File: config.mk
export PLATFORM = sky130hd
export DESIGN_NAME = chacha_perm_core
export DESIGN_NICKNAME = d
export VERILOG_FILES = /design/src/rtl/chacha_pkg.sv /design/src/rtl/chacha_qr.sv /design/src/rtl/chacha_sched.sv /design/src/rtl/chacha_perm_core.sv
export SDC_FILE = /design/constraint.sdc
export NUM_CORES = 1
export LEC_CHECK = 0
export BUFFER_PORTS_ARGS = -buffer_cell sky130_fd_sc_hd__buf_2
export CAP_MARGIN = 20
export CORE_AREA = 2 2 406 408
export CTS_BUF_LIST = sky130_fd_sc_hd__clkbuf_16
export CTS_CLUSTER_DIAMETER = 200
export DETAILED_ROUTE_END_ITERATION = 8
export DIE_AREA = 0 0 408 410
export GPL_TIMING_DRIVEN = 1
export PLACE_DENSITY = 0.45
export SLEW_MARGIN = 30
export SYNTH_ARGS = -nofsm -noshare
export SYNTH_HDL_FRONTEND = slang
export SYNTH_SLANG_ARGS = --single-unit
File: constraint.sdc
create_clock -name clk -period 17.2 [get_ports clk]
set_input_delay 2.58 -clock clk [delete_from_list [all_inputs] [get_ports clk]]
set_output_delay 2.58 -clock clk [all_outputs]
set_load 0.05 [all_outputs]
File: src/rtl/chacha_pkg.sv
package chacha_pkg;

    localparam int unsigned CW_W      = 32;
    localparam int unsigned N_WORDS   = 16;
    localparam int unsigned IDX_W     = $clog2(N_WORDS);
    localparam int unsigned QR_PER_DR = 8;
    localparam int unsigned STATE_W   = CW_W * N_WORDS;

    typedef logic [CW_W-1:0]  word_t;
    typedef logic [IDX_W-1:0] widx_t;

    typedef struct packed {
        widx_t a;
        widx_t b;
        widx_t c;
        widx_t d;
    } qr_sel_t;

    typedef struct packed {
        word_t a;
        word_t b;
        word_t c;
        word_t d;
    } qr_words_t;

    function automatic word_t rotl(input word_t x, input int unsigned n);
        return (x << n) | (x >> (CW_W - n));
    endfunction

endpackage

File: src/rtl/chacha_qr.sv
module chacha_qr
    import chacha_pkg::*;
#(
    parameter int unsigned ROT_0 = 16,
    parameter int unsigned ROT_1 = 12,
    parameter int unsigned ROT_2 = 8,
    parameter int unsigned ROT_3 = 7
) (
    input  qr_words_t in_i,
    output qr_words_t out_o
);

    word_t a1, d1, c1, b1, a2, d2, c2, b2;

    always_comb begin
        a1 = in_i.a + in_i.b;
        d1 = rotl(in_i.d ^ a1, ROT_0);
        c1 = in_i.c + d1;
        b1 = rotl(in_i.b ^ c1, ROT_1);
        a2 = a1 + b1;
        d2 = rotl(d1 ^ a2, ROT_2);
        c2 = c1 + d2;
        b2 = rotl(b1 ^ c2, ROT_3);
        out_o = '{a: a2, b: b2, c: c2, d: d2};
    end

endmodule

File: src/rtl/chacha_sched.sv
module chacha_sched
    import chacha_pkg::*;
(
    input  logic [2:0] slot_i,
    output qr_sel_t    sel_o
);

    logic [1:0] lane;
    logic [1:0] skew;

    always_comb begin
        lane  = slot_i[1:0];
        skew  = {1'b0, slot_i[2]};
        sel_o.a = {2'b00, lane};
        sel_o.b = {2'b01, 2'(lane + skew)};
        sel_o.c = {2'b10, 2'(lane + 2'(skew << 1))};
        sel_o.d = {2'b11, 2'(lane + 2'(skew * 2'd3))};
    end

endmodule

File: src/rtl/chacha_perm_core.sv
module chacha_perm_core
    import chacha_pkg::*;
#(
    parameter int unsigned DOUBLE_ROUNDS = 10
) (
    input  logic               clk,
    input  logic               rst_n,
    input  logic               start_i,
    input  logic [STATE_W-1:0] state_i,
    output logic               busy_o,
    output logic               done_o,
    output logic [STATE_W-1:0] state_o
);

    localparam int unsigned TOTAL_QR = QR_PER_DR * DOUBLE_ROUNDS;
    localparam int unsigned STEP_W   = $clog2(TOTAL_QR);
    localparam logic [STEP_W-1:0] LAST_STEP = STEP_W'(TOTAL_QR - 1);

    typedef struct packed {
        logic                      busy;
        logic                      done;
        logic [STEP_W-1:0]         step;
        word_t [N_WORDS-1:0]       words;
    } core_t;

    core_t core_d, core_q;

    word_t [N_WORDS-1:0] in_words;
    qr_sel_t             sel;
    qr_words_t           qr_in, qr_out;

    for (genvar gi = 0; gi < N_WORDS; gi++) begin : g_pack
        assign in_words[gi]              = state_i[gi*CW_W +: CW_W];
        assign state_o[gi*CW_W +: CW_W]  = core_q.words[gi];
    end

    chacha_sched u_sched (
        .slot_i (core_q.step[2:0]),
        .sel_o  (sel)
    );

    assign qr_in = '{a: core_q.words[sel.a], b: core_q.words[sel.b],
                     c: core_q.words[sel.c], d: core_q.words[sel.d]};

    chacha_qr u_qr (
        .in_i  (qr_in),
        .out_o (qr_out)
    );

    always_comb begin
        core_d      = core_q;
        core_d.done = 1'b0;
        if (!core_q.busy) begin
            if (start_i) begin
                core_d.busy  = 1'b1;
                core_d.step  = '0;
                core_d.words = in_words;
            end
        end else begin
            core_d.words[sel.a] = qr_out.a;
            core_d.words[sel.b] = qr_out.b;
            core_d.words[sel.c] = qr_out.c;
            core_d.words[sel.d] = qr_out.d;
            if (core_q.step == LAST_STEP) begin
                core_d.busy = 1'b0;
                core_d.done = 1'b1;
                core_d.step = '0;
            end else begin
                core_d.step = core_q.step + STEP_W'(1);
            end
        end
    end

    always_ff @(posedge clk or negedge rst_n) begin
        if (!rst_n) begin
            core_q.busy <= 1'b0;
            core_q.done <= 1'b0;
            core_q.step <= '0;
        end else begin
            core_q <= core_d;
        end
    end

    assign busy_o = core_q.busy;
    assign done_o = core_q.done;

endmodule

# After elaboration in Yosys (flattened, before gate mapping)
# Index checks and enable logic that the tools add are counted.
[op_classes]
mul = 1
magnitude_cmp = 8
bitwise = 8
reduce_logical = 6
n_mux = 27
add_sub_neg = 8
eq_ne = 1
[op_table]
columns = ["operator", "count"]
rows = [
  ["$bwmux W512", 4],
  ["$mux W519", 2],
  ["$bmux W32 S2", 4],
  ["$demux W32 S2", 4],
  ["$mux W32", 8],
  ["$add A32 B32 Y32", 4],
  ["$xor A32 B32 Y32", 4],
  ["$or A32 B12 Y32", 1],
  ["$or A32 B16 Y32", 1],
  ["$or A32 B7 Y32", 1],
  ["$or A32 B8 Y32", 1],
  ["$lt A4 B5 Y1 const B", 2],
  ["$ge A4 B1 Y1 const B", 2],
  ["$add A7 B1 Y7 const B", 1],
  ["$eq A7 B7 Y1 const B", 1],
  ["$mux W7", 1],
  ["$lt A2 B5 Y1 const B", 1],
  ["$lt A3 B5 Y1 const B", 1],
  ["$add A2 B2 Y2", 2],
  ["$logic_and A1 B1 Y1", 4],
  ["$ge A3 B1 Y1 const B", 1],
  ["$mux W1", 3],
  ["$add A2 B1 Y2", 1],
  ["$ge A2 B1 Y1 const B", 1],
  ["other kinds (4)", 4],
]
[word_totals]
reg_bits = 521
input_bits = 515
wordCells = 78

# Logic depth before layout (Yosys ltp)
# Gate-level depths: netlist of the first run.
[logic_depth]
depth_word = 19
mapped_depth = 57
ltp_nobuf = 53

# Modules after synthesis
# From an unflattened synthesis of the first run, not the netlist that was laid out.
[unflattened]
cells_unflattened = 6502
area_unflattened_um2 = 61955.7
[by_module_without_submodules]
columns = ["mod", "seq_area_each_um2", "instances", "cells_each", "area_per_inst_um2"]
rows = [
  ["chacha_perm_core", 15600.0, 1, 5445, 53935.5],
  ["chacha_qr", 0.0, 1, 1039, 7868.8],
  ["chacha_sched", 0.0, 1, 18, 151.4],
]

# Worst setup path after synthesis of the first run
# Ideal clock, no wire load.
[synth_path]
path_kind = "register to register"
from = "register core_q[512] in the netlist's numbering"
to = "register core_q (netlist bit state_o[165]) (data pin)"
t_arrival_ps = 13448
period_less_slack_ps = 13712
slack_ps = 3488
path_buffers = 5
setup_time_ps = 264
stages_incl_launch_ff = 56
cell_sequence = "dfrtp_1 -> ha_1 -> buf_2 -> buf_2 -> clkbuf_1 -> buf_1 -> mux4_2 -> ha_1 -> a21o_1 -> a21o_1 -> a21oi_1 -> a311oi_2 -> o211ai_2 -> nand2_1 -> o311ai_0 -> nand2b_1 -> buf_2 -> xor2_1 -> (+20 left out) -> a21oi_1 -> xnor2_1 -> xor2_1 -> inv_1 -> ha_1 -> fa_1 -> a21o_1 -> a21oi_1 -> o21ai_0 -> a311o_1 -> a41oi_1 -> o21ai_1 -> a31o_2 -> a41o_1 -> a21oi_1 -> xor2_1 -> xor2_1 -> o2bb2ai_1"
[synth_rtl]
columns = ["item", "line", "text"]
rows = [
  ["start, declared", "chacha_perm_core.sv:26", "core_t core_d, core_q;"],
  ["start signal, assigned", "chacha_perm_core.sv:80", "core_q <= core_d;"],
]

==> results of run 1 <==
[synthesized netlist by cell type, types with 7 or more instances]
master       n
a31o_2       8
a21oi_1    105
xnor2_1    110
a211oi_1     9
inv_1      101
xor2_1     146
o21a_1      16
ha_1       127
mux4_2     122
dfrtp_1      9
edfxtp_1   512
nand2b_1    11
nand2_1     90
o21bai_1    26
nand4_1     14
o21ai_0     68
nor2b_1     16
xor2_2       7
a21o_1      57
clkbuf_1   134
buf_4      513
buf_1       17
a21boi_0    19
nor2_1      59
a31oi_1     10
nor3_1      15
and3_1      10
o211ai_1    11
o2bb2ai_1  480
nand3_1     48
[cell families (layout without fill, tap and decap cells)]
group | after synthesis | after routing | share of synthesized area
compound gates | 876 | 876 | 0.190
xor+xnor | 271 | 271 | 0.0707
fa+ha+maj | 134 | 134 | 0.0472
buf+inv | 774 | 1354 | 0.135
flops | 521 | 521 | 0.434
mux | 130 | 130 | 0.0814
other cells | 0 | 26 | 0
simple gates | 301 | 301 | 0.0414
[area by class of cell]
cell class	count	area share
Multi-Input combinational cell	1712	0.372
Sequential cell	521	0.364
Antenna cell	26	0.00152
Clock inverter	49	0.00947
Clock buffer	73	0.0426
Inverter	102	0.00909
Timing Repair Buffer	1130	0.138
Tap cell	2189	0.0638
[metrics by stage]
stage                      util  hold slack [ps]  cells  area [um^2]  setup slack [ps]
after CTS                 0.262              556   5776        42800              1040
after detailed placement  0.248              541   5654        40600              1110
after global routing      0.262              576   5791        42900               182
final                     0.263              562   5802        42900              1040
after floorplan               -              505   3007        36000              3490
after global placement    0.248              540   5654        40500              1180
[sequential cells by signal, summed over array words and instances, names as in the netlist]
| register | cells |
|---|---|
| busy_o | 1 |
| core_q | 7 |
| done_o | 1 |
| state_o | 512 |
[worst register-to-register path, delay by kind of cell (launching register included)]
family                   cells  cell delay, ps
flip-flops                   1             610
XOR/XNOR                     7            3340
AND/OR/NAND/NOR              6            1210
buffers and inverters        4             600
adder cells (fa/ha/maj)      5            2410
multiplexers                 1             710
AO/OA/AOI/OAI               26            6950
[final timing paths]
path / slack [ps] / cells after the start / endpoint
hold reg to reg: 560 / 1 / core_q[518]
setup reg to reg: 1040 / 49 / state_o[165]
max in group asynchronous: 14780 / 2 / core_q[512]
setup / recovery: 1040 / 49 / state_o[165]
hold / removal: 560 / 1 / core_q[518]
min in group asynchronous: 1990 / 2 / core_q[515]
[cell usage in the layout, fill, tap and decap left out, types with 68 or more instances in the layout]
cell type / n
buf_2: 1028
edfxtp_1: 512
o2bb2ai_1: 480
xor2_1: 135
ha_1: 125
mux4_2: 122
inv_1: 116
a21oi_1: 105
buf_4: 102
xnor2_1: 92
nand2_1: 79
clkbuf_16: 73
o21ai_0: 68
[per-layer routing]
layer	routed length (um)	track usage	up-vias
li1	-	-	12157
met3	13700	0.0529	322
met1	80300	0.280	14652
met2	99200	0.399	1437
met4	10600	0.112	30
met5	193	0	-
==> metrics.md, run 1 <==
| Metric | Value |
|---|---|
| Status | `finished, final reports clean` |
| Slowest stage delay, CP | `850 ps` |
| Vias in the first global route | `~28000` |
| Post-synth top flop | `edfxtp_1` |
| Slowest cell on the critical path | `ha_4` |
| Post-synthesis async set-or-reset flop share | `0.0173` |
| CP endpoint kind | `register` |
| Minimum clock period | `16160 ps` |
| Wirelength per Cell | `35.2 um` |
| Sequential fraction of the synthesis area | `0.434` |
| # rows | `149` |
| Clock sink count | `521` |
| Post-route ant nets | `0` |
| Clk Tree Root Cell | `clkbuf_16` |
| Slew HR | `0.219` |
| Synthesis Warnings | `0` |
| Drt initial violations | `2383` |
| Startpoint types | `register` |
| Area leader, netlist | `edfxtp_1` |
| Buf/Inv on CP | `4` |
| H-tree depth | `3` |
| All-layer global routing usage | `0.235` |
| Distinct cells, synth | `88` |
| R2r startpoint | `core_q[512]` |
| Area contributors post-synth | `edfxtp_1 43%, o2bb2ai_1 12%, buf_4 11%` |
| Die Y | `410 um` |
| GPL Wtd Cong | `0.975` |
| DRC viols | `0` |
| Avg Cell Area, Syn | `12.0 um^2` |
| RSZ-0062 raised after global routing | `no` |
| Crit Path Category | `register to register` |
| First-pass GRT wire length | `265000 um` |
| Post-cts repair resize count | `0` |
| Core ar. | `0.163 mm^2` |
| Die area | `0.167 mm^2` |
| Multi-input logic area | `0.0160 mm^2` |
| CP required | `17570 ps` |
| Fin. Hold Viols | `0` |
| Max-cap viol count | `0` |
| Clk_skew | `23.3 ps` |
| Clock Path Buffers | `3` |
| Worst-skew pair later-pin latency | `670 ps` |
| Synth Cell Area | `roughly 0.036 mm^2` |
| Worst Setup SP | `core_q[512]` |
| Grt ovf | `0` |
| Filler Cells Inserted | `17421` |
| Total negative slack | `0 ps` |
| Slew Viols, Final | `0` |
| Cell family with most CP delay | `compound AO/OA/AOI/OAI gates` |
| Placed wire-length estimate | `167000 um` |
| Clock Pin Slew Worst Setup and Hold Paths | `around 60 ps` |
| Hold_buf cts | `0` |
| Initial antenna violation count | `59` |
| Via count | `~29000` |
| Worst slew pin tran | `~1200 ps` |
| Number of buffers added on ports | `1028` |
| Layout cell share with drive strength beyond 1 | `0.405` |
| # setup viols final | `0` |
| Seq cells post-synth | `521` |
| CP arrival | `16540 ps` |
| CP dominant cell by count | `xor2_1` |
| Fmax | `61.9 MHz` |
| Drt first pass iters | `8` |
| Synth top area share | `0.428` |
| Syn_nets | `3653` |
| Drt total wl | `slightly above 200000 um` |
| Flip-flop and latch area | `0.0156 mm^2` |
| Boundary pin count | `1029` |
| Largest net degree at the start of global routing | `84` |
| Final Cycle Share | `0.940` |
| CTS Buf Count | `69` |
| Cells after Synth | `3007` |
| Min-delay src | `core_q[518]` |
| Routed vias/inst | `4.93` |
| Hold crit path type | `register to register` |
| Final #Nets | `4182` |
| Area Growth Syn to Fin | `19.4%` |
| CTS tree | `yes` |
| Die width | `408 um` |
| Number of setup buffers added after CTS | `0` |
| Starting Density | `0.220` |
| Post-synth EDFFs | `approximately 510` |
| Worst-path fanout max | `35` |
Power of run 1 is not shown: default switching activity piles up to over one toggle a cycle in this logic, so the estimate is an artifact.
==> inputs of run 2 (changes only) <==
==> constraint.sdc (replaced) <==
create_clock -name clk -period 17.2 [get_ports clk]
set_input_delay 5.16 -clock clk [delete_from_list [all_inputs] [get_ports clk]]
set_output_delay 5.16 -clock clk [all_outputs]
set_load 0.05 [all_outputs]
==> run 2 against run 1 <==
Sequential cell count stayed put. Critical path depth up 2. Global-route usage increased by 0.11 points. Critical endpoint unchanged. Worst setup slack gained 37 ps. Clock skew up 13 ps.
==> metrics.md, run 2 (same netlist as run 1, synthesis figures left out) <==
| Metric | Value |
|---|---|
| Final Cycle Share | `0.938` |
| Commonest cells after routing, fill and taps aside | `1028 x buf_2, 512 x edfxtp_1, 480 x o2bb2ai_1, 132 x xor2_1, 125 x ha_1` |
| Largest net degree at the start of global routing | `96` |
| First-pass GRT wire length | `266000 um` |
| Clock Pin Slew Worst Setup and Hold Paths | `60 ps` |
| Routed vias/inst | `4.97` |
| CP arrival | `around 17000 ps` |
| R2r startpoint | `core_q[512]` |
| Wirelength per Cell | `35.5 um` |
| Die area | `about 0.17 mm^2` |
| CP dominant cell by count | `xor2_1` |
| Fmax | `62.0 MHz` |
| Boundary pin count | `roughly 1000` |
| Clk_skew | `about 37 ps` |
| Placed wire-length estimate | `about 170000 um` |
| Post-route ant nets | `0` |
| CP required | `~18000 ps` |
| Status | `finished, final reports clean` |
| All-layer global routing usage | `0.236` |
| CTS tree | `yes` |
| Area Growth Syn to Fin | `19.3%` |
| Slowest stage delay, CP | `roughly 820 ps` |
| Clock sink count | `521` |
| Core ar. | `approximately 0.16 mm^2` |
| Number of buffers added on ports | `1028` |
| Most common cell after layout, fill and taps aside | `buf_2` |
| RSZ-0062 raised after global routing | `no` |
| Clock Path Buffers | `3` |
| Max FFs per register | `512` |
| Hold EP | `core_q[518]` |
| Slew Viols, Final | `0` |
| Initial antenna violation count | `58` |
| Post-cts repair resize count | `0` |
| Drt initial violations | `2797` |
| Minimum clock period | `16130 ps` |
| Fin. Hold Viols | `0` |
| Worst-skew pair later-pin latency | `700 ps` |
| Die Y | `between 400 and 500 um` |
| Hold crit path type | `register to register` |
| Grt ovf | `0` |
| Crit Path Category | `register to register` |
| # setup viols final | `0` |
| Min-delay src | `core_q[518]` |
| Hold_buf cts | `0` |
| Drt first pass iters | `6` |
| CP endpoint kind | `register` |
| Slew HR | `0.274` |
| Via count | `28743` |
| Reg2Reg Setup Slack | `around 1100 ps` |
| Worst-path fanout max | `31` |
| Worst slew pin tran | `around 1100 ps` |
| Slowest cell on the critical path | `ha_4` |
| Clk Tree Root Cell | `clkbuf_16` |
| Startpoint types | `register` |
| DRC viols | `0` |
| H-tree depth | `3` |
| Cell Area, Placed | `0.0407 mm^2` |
| Drt total wl | `~200000 um` |
| R2r worst-path depth | `51` |
| Final #Nets | `4180` |
| Post-route cell area | `0.0429 mm^2` |
| Number of setup buffers added after CTS | `0` |
| Max-cap viol count | `0` |
| Die width | `just over 400 um` |
| Hold path depth | `1` |
| Vias in the first global route | `28296` |
| # rows | `149` |
| Layout cell share with drive strength beyond 1 | `0.406` |
| Total negative slack | `0 ps` |
| GPL Wtd Cong | `0.967` |
| CTS Buf Count | `~70` |
| Starting Density | `0.220` |
| Crit Reg-Reg Endpoint | `state_o[165]` |
## run 2: area by class of cell
cell class	count	area, um^2
multi-input combinational	1712	16000
sequential	521	15600
tap	2189	2740
antenna	20	50.0
fill	17422	121000
inverter	102	390
clock buffer	73	1830
clock inverter	43	357
timing repair buffer	1128	5910
## run 2: metrics by stage
step | utilization | setup slack [ps] | std cells | hold WS, ps
after detailed placement | 0.249 | 1190 | 5652 | 544
after CTS | 0.262 | 1100 | 5768 | 560
after floorplan | - | 3490 | 3007 | 505
after global routing | 0.262 | 241 | 5781 | 589
final | 0.262 | 1070 | 5788 | 558
after global placement | 0.247 | 1220 | 5651 | 536
## run 2: worst max path at each step
| stage | startpoint | end |
|---|---|---|
| after floorplan | core_q[512] | state_o[165] |
| after global placement | core_q[512] | state_o[196] |
| after detailed placement | core_q[512] | state_o[197] |
| after CTS | core_q[512] | state_o[165] |
| after global routing | core_q[512] | state_o[165] |
| final | core_q[512] | state_o[165] |
## run 2: per-layer routing
layer	wire length, um	vias up	track usage
li1	-	12129	-
met5	224	-	0
met1	80500	14838	0.280
met3	13500	306	0.0533
met2	102000	1434	0.411
met4	8560	36	0.0920
## run 2: critical path, delay by kind of cell, from the launching register on
kind            cells  cell delay, ps
mux                 1             650
buf+inv             3             480
flops               1             610
xor+xnor            8            3520
fa+ha+maj           6            2540
compound gates     28            6970
simple gates        5            1000
Power of run 2 is left out for the same reason.
==> inputs of run 3 (changes only) <==
--- a/config.mk
+++ b/config.mk
@@ -7,13 +7,16 @@
 export LEC_CHECK = 0
 export BUFFER_PORTS_ARGS = -buffer_cell sky130_fd_sc_hd__buf_2
 export CAP_MARGIN = 20
-export CORE_AREA = 2 2 406 408
+export CELL_PAD_IN_SITES_DETAIL_PLACEMENT = 0
+export CELL_PAD_IN_SITES_GLOBAL_PLACEMENT = 2
+export CORE_AREA = 2 2 403 405
 export CTS_BUF_LIST = sky130_fd_sc_hd__clkbuf_16
 export CTS_CLUSTER_DIAMETER = 200
 export DETAILED_ROUTE_END_ITERATION = 8
-export DIE_AREA = 0 0 408 410
+export DIE_AREA = 0 0 405 407
+export GPL_ROUTABILITY_DRIVEN = 1
 export GPL_TIMING_DRIVEN = 1
-export PLACE_DENSITY = 0.45
+export PLACE_DENSITY = 0.62
 export SLEW_MARGIN = 30
 export SYNTH_ARGS = -nofsm -noshare
 export SYNTH_HDL_FRONTEND = slang
==> run 3 against run 2 <==
Die area shrank 1.5%. Highest routed layer unchanged. Wire length shrank 1.7%. Sequential share of layout area is essentially flat.
==> metrics.md, run 3 (same netlist as run 1, synthesis figures left out) <==
| Metric | Value |
|---|---|
| Status | `finished, final reports clean` |
| Core ar. | `between 0.15 and 0.2 mm^2` |
| H-tree depth | `3` |
| DRC viols | `0` |
| Worst-skew pair later-pin latency | `710 ps` |
| Crit Reg-Reg Endpoint | `state_o[163]` |
| Initial antenna violation count | `49` |
| Layout cell share with drive strength beyond 1 | `0.408` |
| Hold EP | `core_q[518]` |
| Drt initial violations | `2545` |
| Vias in the first global route | `roughly 28000` |
| Area Growth Syn to Fin | `19.3%` |
| Fin. Hold Viols | `0` |
| Worst-path fanout max | `38` |
| Clk Tree Root Cell | `clkbuf_16` |
| Clock Pin Slew Worst Setup and Hold Paths | `60 ps` |
| Number of setup buffers added after CTS | `0` |
| Via count | `28666` |
| All-layer global routing usage | `0.236` |
| Post-route ant nets | `0` |
| Slew Viols, Final | `0` |
| Clock Path Buffers | `3` |
| Grt ovf | `0` |
| Slew HR | `0.293` |
| Hold path depth | `1` |
| First-pass GRT wire length | `approximately 260000 um` |
| Die Y | `~400 um` |
| GPL Wtd Cong | `0.935` |
| Die width | `405 um` |
| Reg2Reg Setup Slack | `880 ps` |
| Placed wire-length estimate | `165000 um` |
| Largest net degree at the start of global routing | `74` |
| Crit Path Category | `register to register` |
| CP endpoint kind | `register` |
| CP arrival | `16730 ps` |
| Slowest cell on the critical path | `xor2_1` |
| Routed vias/inst | `4.97` |
| Post-cts repair resize count | `0` |
| # setup viols final | `0` |
| Worst slew pin tran | `1050 ps` |
| Number of buffers added on ports | `1028` |
| Cell family with most CP delay | `compound AO/OA/AOI/OAI gates` |
| Commonest cells after routing, fill and taps aside | `1028 x buf_2, 512 x edfxtp_1, 480 x o2bb2ai_1, 129 x xor2_1, 125 x ha_1` |
| Max FFs per register | `512` |
| RSZ-0062 raised after global routing | `no` |
| CP required | `17610 ps` |
| Min-delay src | `core_q[518]` |
| Clk_skew | `45.9 ps` |
| Drt total wl | `202000 um` |
| Final #Nets | `4183` |
| # rows | `147` |
| Slowest stage delay, CP | `830 ps` |
| R2r worst-path depth | `48` |
| Total negative slack | `0 ps` |
| Fmax | `~61 MHz` |
| Hold crit path type | `register to register` |
| Die area | `0.165 mm^2` |
| CTS tree | `yes` |
| R2r startpoint | `core_q[512]` |
| Clock sink count | `approximately 520` |
| Buf/Inv on CP | `2` |
| Starting Density | `0.224` |
| Final Util | `0.268` |
| Boundary pin count | `slightly above 1000` |
| Max-cap viol count | `0` |
| Wirelength per Cell | `approximately 35 um` |
| Drt first pass iters | `5` |
| Most common cell after layout, fill and taps aside | `buf_2` |
| Final Cycle Share | `0.949` |
| Startpoint types | `register` |
| Hold_buf cts | `0` |
| Minimum clock period | `16320 ps` |
| CTS Buf Count | `69` |
==> run 3: cell types whose count changed in the layout (fill, tap and decap cells not counted), sizes merged <==
cell | previous run | this run
buf | 1128 | 1131
clkbuf | 73 | 69
clkinvlp | 3 | 4
inv | 119 | 118
diode | 20 | 22
bufinv | 6 | 4
clkinv | 17 | 31
==> run 3: how the worst max path moves through the flow <==
stage	endpoint	start	cells after the start
3_5_place_dp	state_o[197]	core_q[512]	48
4_1_cts	state_o[195]	core_q[512]	48
2_1_floorplan	state_o[165]	core_q[512]	55
6_report	state_o[163]	core_q[512]	48
3_3_place_gp	state_o[197]	core_q[512]	49
5_1_grt	state_o[165]	core_q[512]	48
==> run 3: stage by stage <==
step           setup slack, ps  hold slack [ps]  area (um^2)  cells
6_report                   879              558        42900   5772
5_1_grt                    157              606        42900   5761
4_1_cts                    950              561        42800   5750
3_5_place_dp              1040              544        40600   5626
3_3_place_gp              1410              527        40400   5626
2_1_floorplan             3490              505        36000   3007
==> run 3: layout make-up <==
class                           count  area (um^2)
Sequential cell                   521        15600
Inverter                          102          390
Fill cell                       17008       117000
Clock buffer                       69         1730
Clock inverter                     55          493
Antenna cell                       22         55.1
Timing Repair Buffer             1131         5930
Tap cell                         2160         2700
Multi-Input combinational cell   1712        16000
==> run 3: routing by layer <==
metal,GRT usage,vias to the layer above,wire length (um)
met3,0.0557,303,14200
met5,0,-,156
met1,0.284,14795,80100
met2,0.404,1389,98600
li1,-,12155,-
met4,0.0931,24,8760
Power of run 3 is left out for the same reason.
